**src/rtl/pd_pkg.sv**
```systemverilog
package pd_pkg;
  localparam logic [1:0] MODE_RUN  = 2'b00;
  localparam logic [1:0] MODE_LITE = 2'b01;
  localparam logic [1:0] MODE_MED  = 2'b10;
  localparam logic [1:0] MODE_DEEP = 2'b11;

  typedef enum logic [2:0] {
    ST_RUN    = 3'd0,
    ST_LITE   = 3'd1,
    ST_MED    = 3'd2,
    ST_DEEP   = 3'd3,
    ST_RELOCK = 3'd4,
    ST_RESUME = 3'd5
  } pd_state_t;

  typedef struct packed {
    logic cpu;
    logic tree;
    logic refc;
    logic valid;
  } pd_en_t;
endpackage

```
**src/rtl/pd_lock_timer.sv**
```systemverilog
module pd_lock_timer #(
  parameter int LOCK_W = 8
) (
  input  logic              clk,
  input  logic              rst_n,
  input  logic              load,
  input  logic [LOCK_W-1:0] load_val,
  input  logic              run,
  output logic              done
);
  logic [LOCK_W-1:0] cnt_q, cnt_d;
  logic              cnt_en;

  always_comb begin
    cnt_en = load | (run & (cnt_q != '0));
    cnt_d  = load ? load_val : cnt_q - 1'b1;
  end

  always_ff @(posedge clk or negedge rst_n) begin
    if (!rst_n)      cnt_q <= '0;
    else if (cnt_en) cnt_q <= cnt_d;
  end

  assign done = (cnt_q == '0);

  // captured count is the value present at the load edge
  a_r8_load_capture: assert property (@(posedge clk) disable iff (!rst_n)
    load |=> (cnt_q == $past(load_val)));

  // the wait shortens by exactly one per cycle
  a_r7_count_down: assert property (@(posedge clk) disable iff (!rst_n)
    (run && !load && cnt_q != '0) |=> (cnt_q == $past(cnt_q) - 1'b1));
endmodule

```
**src/rtl/pd_seq_fsm.sv**
```systemverilog
module pd_seq_fsm
  import pd_pkg::*;
(
  input  logic       clk,
  input  logic       rst_n,
  input  logic       mode_wr,
  input  logic [1:0] mode_req,
  input  logic       wake_req,
  input  logic       lock_done,
  output pd_state_t  state,
  output logic       lock_load,
  output logic       lock_run
);
  pd_state_t st_q, st_d;

  always_comb begin
    st_d = st_q;
    unique case (st_q)
      ST_RUN: begin
        if (mode_wr) begin
          unique case (mode_req)
            MODE_LITE: st_d = ST_LITE;
            MODE_MED:  st_d = ST_MED;
            MODE_DEEP: st_d = ST_DEEP;
            default:   st_d = ST_RUN;
          endcase
        end
      end
      ST_LITE, ST_MED: if (wake_req) st_d = ST_RESUME;
      ST_DEEP:         if (wake_req) st_d = ST_RELOCK;
      ST_RELOCK:       if (lock_done) st_d = ST_RESUME;
      ST_RESUME:       st_d = ST_RUN;
      default:         st_d = ST_RUN;
    endcase
  end

  always_ff @(posedge clk or negedge rst_n) begin
    if (!rst_n) st_q <= ST_RUN;
    else        st_q <= st_d;
  end

  assign state     = st_q;
  assign lock_load = (st_q == ST_DEEP) & wake_req;
  assign lock_run  = (st_q == ST_RELOCK);

  // light or medium wake reaches the resume step at once
  a_r6_short_wake: assert property (@(posedge clk) disable iff (!rst_n)
    ((st_q == ST_LITE || st_q == ST_MED) && wake_req) |=> (st_q == ST_RESUME));

  // deep sleep leaves only through the relock wait
  a_r7_deep_exit: assert property (@(posedge clk) disable iff (!rst_n)
    (st_q == ST_DEEP) |=> (st_q == ST_DEEP || st_q == ST_RELOCK));

  // no depth write enters a sleep state during a wake
  a_r9_wake_locked: assert property (@(posedge clk) disable iff (!rst_n)
    (st_q == ST_RELOCK || st_q == ST_RESUME) |=>
      (st_q == ST_RELOCK || st_q == ST_RESUME || st_q == ST_RUN));

  // running state is left only by a depth write
  a_r10_run_hold: assert property (@(posedge clk) disable iff (!rst_n)
    (st_q == ST_RUN && !mode_wr) |=> (st_q == ST_RUN));
endmodule

```
**src/rtl/pd_enable_decode.sv**
```systemverilog
module pd_enable_decode
  import pd_pkg::*;
(
  input  pd_state_t state,
  output pd_en_t    en
);
  always_comb begin
    en = '{cpu: 1'b0, tree: 1'b0, refc: 1'b0, valid: 1'b0};
    unique case (state)
      ST_RUN:    en = '{cpu: 1'b1, tree: 1'b1, refc: 1'b1, valid: 1'b1};
      ST_LITE:   en = '{cpu: 1'b0, tree: 1'b1, refc: 1'b1, valid: 1'b0};
      ST_MED:    en = '{cpu: 1'b0, tree: 1'b0, refc: 1'b1, valid: 1'b0};
      ST_DEEP:   en = '{cpu: 1'b0, tree: 1'b0, refc: 1'b0, valid: 1'b0};
      ST_RELOCK: en = '{cpu: 1'b0, tree: 1'b0, refc: 1'b1, valid: 1'b0};
      ST_RESUME: en = '{cpu: 1'b0, tree: 1'b1, refc: 1'b1, valid: 1'b0};
      default:   en = '{cpu: 1'b1, tree: 1'b1, refc: 1'b1, valid: 1'b1};
    endcase
  end
endmodule

```
**src/rtl/pwrdn_clk_ctrl.sv**
```systemverilog
module pwrdn_clk_ctrl
  import pd_pkg::*;
#(
  parameter int LOCK_W   = 8,
  parameter int SYNC_STG = 2
) (
  input  logic              clk_ref,
  input  logic              rst_n,
  input  logic              mode_wr,
  input  logic [1:0]        mode_req,
  input  logic              wake_req,
  input  logic [LOCK_W-1:0] lock_cnt_cfg,
  output logic              cpu_clk_en,
  output logic              tree_clk_en,
  output logic              ref_connect_en,
  output logic              clocks_valid
);
  logic [SYNC_STG-1:0] rst_sync_q;
  logic                rst_int_n;

  always_ff @(posedge clk_ref or negedge rst_n) begin
    if (!rst_n) rst_sync_q <= '0;
    else        rst_sync_q <= {rst_sync_q[SYNC_STG-2:0], 1'b1};
  end
  assign rst_int_n = rst_sync_q[SYNC_STG-1];

  pd_state_t st;
  logic      lock_load, lock_run, lock_done;
  pd_en_t    en;

  pd_seq_fsm u_fsm (
    .clk       (clk_ref),
    .rst_n     (rst_int_n),
    .mode_wr   (mode_wr),
    .mode_req  (mode_req),
    .wake_req  (wake_req),
    .lock_done (lock_done),
    .state     (st),
    .lock_load (lock_load),
    .lock_run  (lock_run)
  );

  pd_lock_timer #(.LOCK_W(LOCK_W)) u_lock (
    .clk      (clk_ref),
    .rst_n    (rst_int_n),
    .load     (lock_load),
    .load_val (lock_cnt_cfg),
    .run      (lock_run),
    .done     (lock_done)
  );

  pd_enable_decode u_dec (
    .state (st),
    .en    (en)
  );

  assign cpu_clk_en     = en.cpu;
  assign tree_clk_en    = en.tree;
  assign ref_connect_en = en.refc;
  assign clocks_valid   = en.valid;

  // enables nest and valid needs all of them
  a_r11_valid_full: assert property (@(posedge clk_ref) disable iff (!rst_int_n)
    clocks_valid |-> (cpu_clk_en && tree_clk_en && ref_connect_en));
  a_r11_cpu_needs_tree: assert property (@(posedge clk_ref) disable iff (!rst_int_n)
    cpu_clk_en |-> tree_clk_en);
  a_r11_tree_needs_ref: assert property (@(posedge clk_ref) disable iff (!rst_int_n)
    tree_clk_en |-> ref_connect_en);

  // reference reconnects right after a deep wake is taken
  a_r7_ref_first: assert property (@(posedge clk_ref) disable iff (!rst_int_n)
    (!ref_connect_en && wake_req) |=> (ref_connect_en && !tree_clk_en));
endmodule

```
**config.mk**
```make
export PLATFORM = sky130hd
export DESIGN_NAME = pwrdn_clk_ctrl
export DESIGN_NICKNAME = d
export VERILOG_FILES = /design/src/rtl/pd_pkg.sv /design/src/rtl/pd_lock_timer.sv /design/src/rtl/pd_seq_fsm.sv /design/src/rtl/pd_enable_decode.sv /design/src/rtl/pwrdn_clk_ctrl.sv
export SDC_FILE = /design/constraint.sdc
export NUM_CORES = 1
export LEC_CHECK = 0
export BUFFER_PORTS_ARGS = -buffer_cell sky130_fd_sc_hd__buf_2
export CAP_MARGIN = 40
export CORE_MARGIN = 1
export CORE_UTILIZATION = 45
export DETAILED_ROUTE_END_ITERATION = 12
export HOLD_SLACK_MARGIN = 0.12
export PLACE_DENSITY = 0.67
export SYNTH_ARGS = -nofsm -noshare
export SYNTH_HDL_FRONTEND = slang
export SYNTH_SLANG_ARGS = --single-unit
```
**constraint.sdc**
```tcl
create_clock -name clk_ref -period 1.85 [get_ports clk_ref]
set_clock_uncertainty 0.15 [all_clocks]
set_input_delay 0.2775 -clock clk_ref [delete_from_list [all_inputs] [get_ports clk_ref]]
set_output_delay 0.2775 -clock clk_ref [all_outputs]
set_load 0.02 [all_outputs]
```
# Word-level counts from Yosys, hierarchy flattened
# Index checks and enable logic that the tools add are counted.
# Widths: inputs -> output; s select.
[totals]
output_inout_bits = 4
elab_cells = 34
register_bits = 13
input_bits = 14
[op_classes]
bitwise = 3
n_mux = 8
eq_ne = 12
reduce_logical = 7
add_sub_neg = 1
[op_table]
columns = ["operator", "n"]
rows = [
  ["$mux 3", 4],
  ["$pmux 3 s4", 1],
  ["$pmux 4 s3", 1],
  ["$logic_not 8->1", 1],
  ["$mux 8", 1],
  ["$ne 2x2->1 const B", 4],
  ["$reduce_bool 8->1", 1],
  ["$sub 8x1->8 const B", 1],
  ["$eq 3x2->1 const B", 2],
  ["$eq 3x3->1 const B", 2],
  ["$pmux 2 s3", 1],
  ["$reduce_or 2->1", 3],
  ["$eq 2x2->1 const B", 2],
  ["$reduce_and 4->1", 1],
  ["$eq 3x1->1 const B", 1],
  ["$logic_not 3->1", 1],
  ["$and 1x1->1", 2],
  ["$eq 2x1->1 const B", 1],
  ["$or 1x1->1", 1],
]

# Logic depth before layout (Yosys ltp)
# Gate-level depths: netlist of the first run.
[depth]
depth_word = 4
mapped_depth = 6

# Cells and area by module
# A second synthesis of the first run with hierarchy kept.
[unflattened]
cells_unflattened = 84
hier_area_um2 = 784.5
[by_module_without_submodules]
columns = ["mod", "instances", "area_per_inst_um2", "cells_each"]
rows = [
  ["pd_lock_timer", 1, 528.0, 58],
  ["pd_seq_fsm", 1, 165.2, 17],
  ["pwrdn_clk_ctrl", 1, 53.8, 3],
  ["pd_enable_decode", 1, 37.5, 6],
]

# Worst setup path before layout of the first run
# No wires, ideal clock.
[synth_timing]
path_kind = "register to register"
from = "register u_lock.cnt_q[0]"
to = "register u_lock.cnt_q[3]"
arrival_time_ns = 1.474
path_stages_with_launch = 7
path_buffers = 0
setup_slack_ns = 0.106
path_cell_list = "dfrtp_1 > inv_1 > ha_1 > or4b_1 > nor2_1 > o32ai_1 > a31o_1"
[synth_via]
elab_chain_len = 3
word_cells_on_any_way = 5
classes_between = "1 x add/sub; 1 x mux; 2 x bitwise; 1 x reduce/logical"
[synth_lines]
columns = ["item", "line_no", "source"]
rows = [
  ["start, declared", "pd_lock_timer.sv:11", "logic [LOCK_W-1:0] cnt_q, cnt_d;"],
  ["start signal, assigned", "pd_lock_timer.sv:21", "else if (cnt_en) cnt_q <= cnt_d;"],
  ["branches (longest 3 deep; another with $sub 8x1->8)", "-", ""],
]
# Several ways; the timed one is not identified.
# A chain may end at the register's enable or synchronous reset.

# Worst setup path after layout of the first run
# Ends and elaborated chain as after synthesis.

==> results of run 1 <==
==> critical path: cells and delay by family, from the launching register on <==
| kind | cells | cell delay [ns] |
|---|---|---|
| AND/OR/NAND/NOR | 2 | 0.60 |
| buffers and inverters | 1 | 0.10 |
| flip-flops | 1 | 0.42 |
| AO/OA/AOI/OAI | 2 | 0.28 |
| adder cells (fa/ha/maj) | 1 | 0.13 |
==> routing by layer <==
layer / vias to the layer above / global-route usage (%) / share of wire [%]
met2: 15 / 30.0 / 47
met3: 4 / 3.75 / 3.3
li1: 360 / - / -
met1: 321 / 26.5 / 48
met5: - / 0 / 0
met4: 0 / 11.3 / 1.8
==> power by group through the flow <==
stage               logic (mW)  registers (mW)  clock network [mW]
finish                   0.742           0.540               0.179
global route             0.820           0.560               0.199
CTS                      0.676           0.524               0.187
detailed placement       0.632           0.526                   0
global placement         0.629           0.525                   0
floorplan                0.489           0.497                   0
==> cells in the mapped netlist (all sizes together) <==
cell and instances:
a21o 2, a21oi 8, a311oi 1, a31o 1
a31oi 1, and2b 1, and3b 1, buf 3
clkbuf 1, conb 1, dfrtp 13, ha 2
inv 3, mux2 2, mux2i 2, nand2 4
nand2b 2, nand3 2, nand4 3, nor2 11
nor3 3, nor3b 2, nor4 1, nor4b 1
o21ai 1, o22a 1, o2bb2ai 1, o32ai 1
or3b 1, or4b 1, xnor2 1, xor2 3
==> final cells by class <==
| cell class | instances | area [sq um] |
|---|---|---|
| flip-flops and latches | 13 | 327 |
| clock buffers | 4 | 26.3 |
| fillers | 125 | 477 |
| multi-input cells | 61 | 443 |
| well taps | 16 | 20.0 |
| inverters | 3 | 11.3 |
| repair buffers | 36 | 255 |
==> worst max path at each step <==
| stage | end | slack (ns) | depth (start not counted) |
|---|---|---|---|
| detailed placement | u_lock.cnt_q[1] | -0.005 | 6 |
| global route | u_lock.cnt_q[5] | -0.006 | 6 |
| finish | u_lock.cnt_q[3] | 0.09 | 6 |
| CTS | u_lock.cnt_q[3] | 0.02 | 6 |
| floorplan | u_lock.cnt_q[3] | 0.11 | 6 |
| global placement | u_lock.cnt_q[1] | 0.04 | 6 |
==> timing repair <==
item	in CTS	in global routing
hold buffers	11	0
gates resized for setup	3	7
endpoints found under the hold margin	21	0
endpoints found under the setup margin	3	7
pin swaps	0	4
buffers inserted	0	2
==> flip-flops by register name, summed over array words and instances, names as in the netlist <==
| register | cells |
|---|---|
| rst_sync_q | 2 |
| u_fsm.state | 3 |
| u_lock.cnt_q | 8 |
==> cells in the final DEF (no fill, tap or decap), drive strengths merged, types with 2 or more instances in the layout <==
cell type	netlist	final
inv	3	3
nor3b	2	2
mux2i	2	2
xor2	3	3
clkbuf	1	4
dlygate4sd3	0	11
a21oi	8	8
nand2	4	4
nand4	3	3
ha	2	2
buf	3	25
nand2b	2	2
nor2	11	11
nor3	3	3
dfrtp	13	13
nand3	2	2
a21o	2	2
mux2	2	2
==> stage by stage <==
step / setup WS (ns) / TNS [ns] / area, sq um / hold WS, ns
after CTS: 0.0201 / 0 / 1050 / 0.137
after global routing: -0.00627 / -0.00627 / 1080 / 0.150
after global placement: 0.0389 / 0 / 893 / -0.0879
after detailed placement: -0.00549 / -0.00549 / 893 / -0.0840
final: 0.0877 / 0 / 1080 / 0.143
after floorplan: 0.106 / 0 / 771 / -0.168
==> cells by family (layout without fill, tap and decap cells) <==
family,count (synthesis),in the layout
flip-flops,13,13
adder cells (fa/ha/maj),2,2
AND/OR/NAND/NOR,33,33
other,1,1
multiplexers,4,4
AO/OA/AOI/OAI,17,17
buffers and inverters,7,43
XOR/XNOR,4,4
==> reports/metrics.yaml, run 1 <==
outcome:
  status: "complete, but fails checks"
  failed_checks: "DRC"
drt:
  viasPerCell: 5.26
  routed_wl_um: 1650
  vias: 700
  postRouteAntennaNets: 0
  initialDrtViolationCount: 5
  wire_per_inst_um: 12.4
  drt-pass1-iter-count: 7
  drc: 2
sta:
  period_share_pct: 95.3
  maxSlewHeadroom_pct: 64.3
  fmax_ghz: 0.567
  finalSetupViolCount: 0
  final.min_clock_period_ns: 1.76
  slew_viol_final: 0
  tightest_slew_ns: 0.533
  hold_violations: 0
synth:
  synthAdderAreaFrac_pct: 3.25
  yosysSeqAreaShare_pct: 42.2
  synth_top_family_by_area: "simple AND/OR/NAND/NOR gates"
  ys_ff_latch: 13
  syn_inst: 81
  synth.top_cell.area_share_pct: 42.2
  synth_compound_area_share_pct: 14.8
  ys_types: 37
  synth_mux_area_share_pct: 6.01
  syn_area_per_cell_sq_um: 9.52
  synthSimpleGateAreaFrac_pct: 23.7
  synth_area_leaders: "dfrtp_1 (42%), nor2_1 (5.4%), a21oi_1 (4.5%), xor2_1 (3.4%), ha_1 (3.2%)"
  yosysWarnings: 0
  synth_area_sq_um: 771
  synth_xor_area_share_pct: 4.55
  synth_largest_area_cell: "dfrtp_1"
  syn_nets: 97
cts:
  clk_path_buf_depth: 2
  clk_pin_slew_ns: 0.08
  cts_tree: "built"
  worstSkewPairLatency_ns: 0.28
  htree_levels: 1
  cts_root_buffer: "clkbuf_4"
  cts_buffers: 3
  cts.sinks: 13
pwr:
  finalPower_mw: 1.46
  seqPwrFrac_pct: 37.0
  powerDensity_nw_per_um2: 1350
  switching_power_uw: 589
  p_leak_nw: 0.478
  clock_power_share_pct: 12.2
  p_comb_share_pct: 50.8
  p_int_uw: 872
  swShare_pct: 40.3
  ir_drop_mv: 0.824
setup_path:
  critPathArrivalTime_ns: 1.79
  cpPeakStageDelay_ns: 0.48
  r2r-end: "u_lock.cnt_q[3]"
  crit_path_top_delay_cell: "or4b_4"
  crit_chain: "inv_2 -> ha_4 -> or4b_4 -> nor2_2 -> o32ai_1 -> a31o_1"
  crit_type: "reg2reg"
  r2r_cells: 6
  cp.required_ns: 1.88
  cp_max_fo: 4
  cp-start-kind: "flip-flop"
  reg2reg_slack_ns: 0.09
  crit_start: "u_lock.cnt_q[0]"
  endpoint_kind: "flip-flop"
  worst_r2r_startpoint: "u_lock.cnt_q[0]"
floorplanning:
  initial_core_util_pct: 49.4
  die_h_um: 43.4
  dieWidth_um: 43.4
  die_area_sq_um: 1880
  placement_rows: 14
  io_pins: 18
  core_sq_um: 1560
global_routing:
  track_usage_pct: 19.7
  grt_pass1_wl_um: 2670
  grt_max_degree: 12
  first_global_vias: 615
  grt_overflow_total: 0
  antenna_found_initial: 0
finish:
  diodes: 0
  fin_util_pct: 69.4
  area_growth_syn_to_layout_pct: 40.4
  final_cells: 133
  drive_gt1_share_pct: 34.2
  nNetsFinal: 134
hold_path:
  hp-class: "in2reg"
  min_to: "u_fsm.state[2]"
  hp-start: "wake_req"
  whs_path_depth: 3
place:
  dp_hpwl_um: 1060
  dpl.cell_count: 116
  gp_congestion: 0.811
  io_buffer_count: 17
job:
  drv_cap: 0
Note: power is estimated with default switching activity, not from simulation.
==> run 2: changes to the inputs <==
==> constraint.sdc (replaced) <==
create_clock -name clk_ref -period 2.1 [get_ports clk_ref]
set_clock_uncertainty 0.15 [all_clocks]
set_input_delay 0.315 -clock clk_ref [delete_from_list [all_inputs] [get_ports clk_ref]]
set_output_delay 0.315 -clock clk_ref [all_outputs]
set_load 0.02 [all_outputs]
==> run 2 against run 1 <==
Net effect:
- the flow still finishes with violations (DRC)
- global-route usage shrank 0.99 points
- clock power fell by 15%
- highest routed layer unchanged
- core utilization decreased by 11 points
==> reports/metrics.yaml, run 2 (synthesis results as in run 1) <==
pwr:
  clock_power_share_pct: 13.5  # +1.3 points
  swShare_pct: 41.1  # +0.83 points
  finalPower_mw: 1.13  # -23%
  p_comb_share_pct: 44.2  # -6.6 points
  p_int_uw: 665  # -24%
  ir_drop_mv: 0.605  # -27%
  powerDensity_nw_per_um2: 1240  # -8.0%
  p_leak_nw: 0.410  # -14%
  switching_power_uw: 465  # -21%
  seqPwrFrac_pct: 42.2  # +5.2 points
floorplanning:
  io_pins: 18  # unchanged
  initial_core_util_pct: 49.4  # unchanged
  die_area_sq_um: 1880  # unchanged
  dieWidth_um: 43.4  # unchanged
  placement_rows: 14  # unchanged
  die_h_um: 43.4  # unchanged
  core_sq_um: 1560  # unchanged
drt:
  viasPerCell: 5.60  # +6.4%
  postRouteAntennaNets: 0  # unchanged
  vias: 661  # -5.6%
  drt-pass1-iter-count: 8  # +1
  routed_wl_um: 1470  # -11%
  initialDrtViolationCount: 14  # +9
  wire_per_inst_um: 12.4  # +0.16%
  drc: 3  # +1
global_routing:
  antenna_found_initial: 0  # unchanged
  first_global_vias: 603  # -2.0%
  track_usage_pct: 18.7  # -0.99 points
  grt_max_degree: 15  # +3
  grt_pass1_wl_um: 2610  # -2.3%
  grt_overflow_total: 0  # unchanged
setup_path:
  crit_path_top_delay_cell: "or4b_1"
  cpPeakStageDelay_ns: 0.51  # +0.03 ns
  reg2reg_slack_ns: 0.18  # +0.10 ns
  cp.required_ns: 2.12  # +0.24 ns
  crit_chain: "inv_1 -> ha_1 -> or4b_1 -> nor2_1 -> o32ai_1 -> a31o_1"
  endpoint_kind: "flip-flop"
  critPathArrivalTime_ns: 1.94  # +0.15 ns
  cp_max_fo: 4  # unchanged
  crit_type: "reg2reg"
  cp-start-kind: "flip-flop"
sta:
  rsz0062_at_grt: "false"
  period_share_pct: 91.2  # -4.0 points
  maxSlewHeadroom_pct: 64.2  # -0.17 points
  fmax_ghz: 0.522  # -8.0%
  finalSetupTns_ns: 0  # unchanged
  final.min_clock_period_ns: 1.92  # +0.153 ns
  tightest_slew_ns: 0.536  # +0.00250 ns
  slew_viol_final: 0  # unchanged
  finalSetupViolCount: 0  # unchanged
  hold_violations: 0  # unchanged
  layout_setup_ws_ns: 0.185  # +0.0969 ns
cts:
  cts_setup_buffers: 0  # unchanged
  cts.sinks: 13  # unchanged
  cts_buffers: 3  # unchanged
  htree_levels: 1  # unchanged
  cts_root_buffer: "clkbuf_4"
  clk_pin_slew_ns: 0.08  # about the same
  clk_path_buf_depth: 2  # unchanged
  hold_buffers: 2  # -9
  worstSkewPairLatency_ns: 0.27  # about the same
  cts_tree: "built"
  ctsResizeCount: 0  # -3
finish:
  nNetsFinal: 119  # -11%
  drive_gt1_share_pct: 25.5  # -8.7 points
  area_growth_syn_to_layout_pct: 18.0
  mostFrequentLayoutCell: "buf_2"
  final_cell_mix: "buf_2 (17), dfrtp_1 (13), nor2_1 (11)"
  diodes: 0  # unchanged
  largest_reg_flops: 8  # unchanged
  largest_register: "u_lock.cnt_q"
  fillCellCount: 137  # +9.6%
place:
  io_buffer_count: 17  # unchanged
  pre_cts_ws_ns: 0.220  # +0.226 ns
  dp_hpwl_um: 1050  # -0.86%
  gp_congestion: 0.815  # +0.49%
job:
  drv_cap: 0  # unchanged
outcome:
  failed_checks: "DRC"
  status: "complete, but fails checks"
hold_path:
  hp-class: "in2reg"
-- run 2: per-layer routing --
layer / GRT usage (%) / up-vias / wire [um]
met2: 31.2 / 14 / 710
li1: - / 331 / -
met4: 7.50 / 0 / 15
met3: 2.50 / 2 / 44
met1: 24.9 / 314 / 698
met5: 0 / - / 0
-- run 2: power groups by stage --
| stage | clock network [mW] | logic, mW | registers [mW] |
|---|---|---|---|
| 2_1_floorplan | 0 | 0.431 | 0.438 |
| 3_3_place_gp | 0 | 0.481 | 0.477 |
| 3_5_place_dp | 0 | 0.496 | 0.482 |
| 4_1_cts | 0.153 | 0.506 | 0.473 |
| 5_1_grt | 0.165 | 0.567 | 0.497 |
| 6_report | 0.153 | 0.500 | 0.477 |
-- run 2: through the flow --
| stage | util [%] | hold WS, ns | instance area (sq um) | instances |
|---|---|---|---|---|
| floorplan | - | -0.131 | 771 | 81 |
| global placement | 55.4 | -0.0506 | 863 | 112 |
| detailed placement | 55.4 | -0.0487 | 863 | 112 |
| CTS | 58.3 | 0.122 | 910 | 118 |
| global route | 58.3 | 0.124 | 910 | 118 |
| finish | 58.3 | 0.120 | 910 | 118 |
-- run 2: layout make-up --
type / instances / area (sq um) / area share [%]
flip-flops and latches: 13 / 325 / 35.8
inverters: 3 / 11.3 / 1.24
well taps: 16 / 20.0 / 2.20
clock buffers: 4 / 26.3 / 2.89
repair buffers: 21 / 120 / 13.2
multi-input cells: 61 / 407 / 44.7
-- run 2: worst paths after layout --
| path | depth (start not counted) | startpoint | endpoint |
|---|---|---|---|
| min in group asynchronous | 2 | rst_n | rst_sync_q[0] |
| min reg2reg | 0 | rst_sync_q[0] | rst_sync_q[1] |
| min | 2 | lock_cnt_cfg[1] | u_lock.cnt_q[1] |
| max | 6 | u_lock.cnt_q[0] | u_lock.cnt_q[3] |
| max in group asynchronous | 1 | rst_sync_q[1] | u_fsm.state[1] |
| max reg2reg | 6 | u_lock.cnt_q[0] | u_lock.cnt_q[3] |
-- run 2: critical path: cells and delay by family (launching register included) --
family | cells | cell delay, ns
adder cells (fa/ha/maj) | 1 | 0.16
buffers and inverters | 1 | 0.09
AO/OA/AOI/OAI | 2 | 0.29
flip-flops | 1 | 0.42
AND/OR/NAND/NOR | 2 | 0.71
==> run 3: changes to the inputs <==
--- a/config.mk
+++ b/config.mk
@@ -10,7 +10,7 @@
 export CORE_MARGIN = 1
 export CORE_UTILIZATION = 45
 export DETAILED_ROUTE_END_ITERATION = 12
-export HOLD_SLACK_MARGIN = 0.12
+export HOLD_SLACK_MARGIN = 0.15
 export PLACE_DENSITY = 0.67
 export SYNTH_ARGS = -nofsm -noshare
 export SYNTH_HDL_FRONTEND = slang
==> run 3 against run 2 <==
Net effect:
- the run still ends with DRC left
- worst hold slack better by 0.023 ns
- via count rose by 5.1%
- count of clock-buffer cells in the layout unchanged
- final cell count rose by 5.1%
- clock power grew 3%
- combinational power grew 2%
- critical endpoint unchanged
==> reports/metrics.yaml, run 3 (synthesis results as in run 1) <==
setup_path:
  endpoint_kind: "flip-flop"
  crit_path_top_delay_cell: "or4b_1"
  cpPeakStageDelay_ns: 0.50  # about the same
  worst_r2r_startpoint: "u_lock.cnt_q[0]"
  cp-start-kind: "flip-flop"
  cp.required_ns: 2.13  # about the same
  critPathArrivalTime_ns: 1.95  # about the same
  reg2reg_slack_ns: 0.18  # about the same
  cp_max_fo: 4  # unchanged
  path_buf_inv: 1  # unchanged
  crit_type: "reg2reg"
  r2r_cells: 6  # unchanged
  r2r-end: "u_lock.cnt_q[3]"
  path_delay_family: "simple AND/OR/NAND/NOR gates"
  crit_chain: "inv_1 -> ha_1 -> or4b_1 -> nor2_1 -> o32ai_1 -> a31o_1"
finish:
  largest_register: "u_lock.cnt_q"
  drive_gt1_share_pct: 24.1  # -1.4 points
  final_cell_mix: "buf_2 (17), dfrtp_1 (13), nor2_1 (11)"
  diodes: 0  # unchanged
  largest_reg_flops: 8  # unchanged
  nNetsFinal: 125  # +5.0%
  mostFrequentLayoutCell: "buf_2"
  area_growth_syn_to_layout_pct: 25.8
cts:
  cts_root_buffer: "clkbuf_4"
  worstSkewPairLatency_ns: 0.28  # about the same
  cts.sinks: 13  # unchanged
  clk_path_buf_depth: 2  # unchanged
  cts_tree: "built"
  cts_buffers: 3  # unchanged
  clk_pin_slew_ns: 0.09  # about the same
  ctsResizeCount: 0  # unchanged
  htree_levels: 1  # unchanged
outcome:
  failed_checks: "DRC"
  status: "complete, but fails checks"
drt:
  vias: 695  # +5.1%
  drt-pass1-iter-count: 10  # +2
  routed_wl_um: 1570  # +7.0%
  wire_per_inst_um: 12.7  # +1.8%
  initialDrtViolationCount: 15  # +1
  drc: 3  # unchanged
  viasPerCell: 5.60  # about the same
  postRouteAntennaNets: 0  # unchanged
hold_path:
  hp-class: "in2reg"
  min_to: "u_fsm.state[1]"
  whs_path_depth: 3  # +1
  hp-start: "mode_req[1]"
global_routing:
  first_global_vias: 632  # +4.8%
  grt_pass1_wl_um: 2750  # +5.3%
  grt_max_degree: 15  # unchanged
  track_usage_pct: 19.6  # +0.88 points
  grt_overflow_total: 0  # unchanged
  antenna_found_initial: 0  # unchanged
floorplanning:
  die_h_um: 43.4  # unchanged
  dieWidth_um: 43.4  # unchanged
  io_pins: 18  # unchanged
  die_area_sq_um: 1880  # unchanged
  core_sq_um: 1560  # unchanged
  initial_core_util_pct: 49.4  # unchanged
  placement_rows: 14  # unchanged
place:
  io_buffer_count: 17  # unchanged
  gp_congestion: 0.815  # unchanged
  dp_hpwl_um: 1050  # unchanged
pwr:
  p_leak_nw: 0.435  # +6.1%
  ir_drop_mv: 0.616  # +1.9%
  powerDensity_nw_per_um2: 1180  # -4.9%
sta:
  final.min_clock_period_ns: 1.92  # +0.00714 ns
  tightest_slew_ns: 0.544  # +0.00822 ns
  finalSetupTns_ns: 0  # unchanged
  fmax_ghz: 0.520  # -0.37%
  rsz0062_at_grt: "false"
  finalSetupViolCount: 0  # unchanged
  hold_violations: 0  # unchanged
  whs_ns: 0.143  # +0.0233 ns
  slew_viol_final: 0  # unchanged
  maxSlewHeadroom_pct: 63.6  # -0.55 points
  period_share_pct: 91.6  # +0.34 points
job:
  drv_cap: 0  # unchanged
run 3: how the worst max path moves through the flow:
stage	depth (start not counted)	startpoint	slack, ns	endpoint
after global routing	6	u_lock.cnt_q[0]	0.06	u_lock.cnt_q[3]
final	6	u_lock.cnt_q[0]	0.18	u_lock.cnt_q[3]
after CTS	6	u_lock.cnt_q[0]	0.21	u_lock.cnt_q[3]
after global placement	6	u_lock.cnt_q[0]	0.27	u_lock.cnt_q[3]
after detailed placement	6	u_lock.cnt_q[0]	0.22	u_lock.cnt_q[3]
after floorplan	6	u_lock.cnt_q[0]	0.36	u_lock.cnt_q[3]
run 3: repair_timing:
action,4_1_cts,5_1_grt
hold buffers,8,0
endpoints found under the hold margin,19,0
buffers inserted,0,0
run 3: routing by layer:
| metal | GRT usage [%] | vias up | share of wire, % |
|---|---|---|---|
| met5 | 0 | - | 0 |
| met4 | 7.50 | 0 | 1.5 |
| met3 | 2.50 | 5 | 4.5 |
| met2 | 32.7 | 26 | 45 |
| met1 | 26.2 | 324 | 49 |
| li1 | - | 340 | - |
run 3: stage by stage:
stage          cell area, sq um  setup slack (ns)  utilization, %  instances  power [mW]
2_1_floorplan               771             0.356               -         81       0.869
3_3_place_gp                863             0.272            55.4        112       0.958
3_5_place_dp                863             0.220            55.4        112       0.978
4_1_cts                     970             0.205            62.2        124        1.14
5_1_grt                     970            0.0627            62.2        124        1.24
6_report                    970             0.177            62.2        124        1.15
run 3: worst register-to-register path, delay by kind of cell, from the launching register on:
family	cells	cell delay, ns
flip-flops	1	0.42
AND/OR/NAND/NOR	2	0.70
buffers and inverters	1	0.09
AO/OA/AOI/OAI	2	0.29
adder cells (fa/ha/maj)	1	0.16
run 3: final cells by class:
class | count | area, sq um
Clock buffer | 4 | 26.3
Fill cell | 130 | 589
Inverter | 3 | 11.3
Multi-Input combinational cell | 61 | 407
Sequential cell | 13 | 325
Tap cell | 16 | 20.0
Timing Repair Buffer | 27 | 180
run 3: where the power goes:
part,switching [mW],total [mW],internal (mW)
registers,0.132,0.478,0.347
clock network,0.0844,0.158,0.0737
logic,0.257,0.509,0.252
total,0.473,1.15,0.673
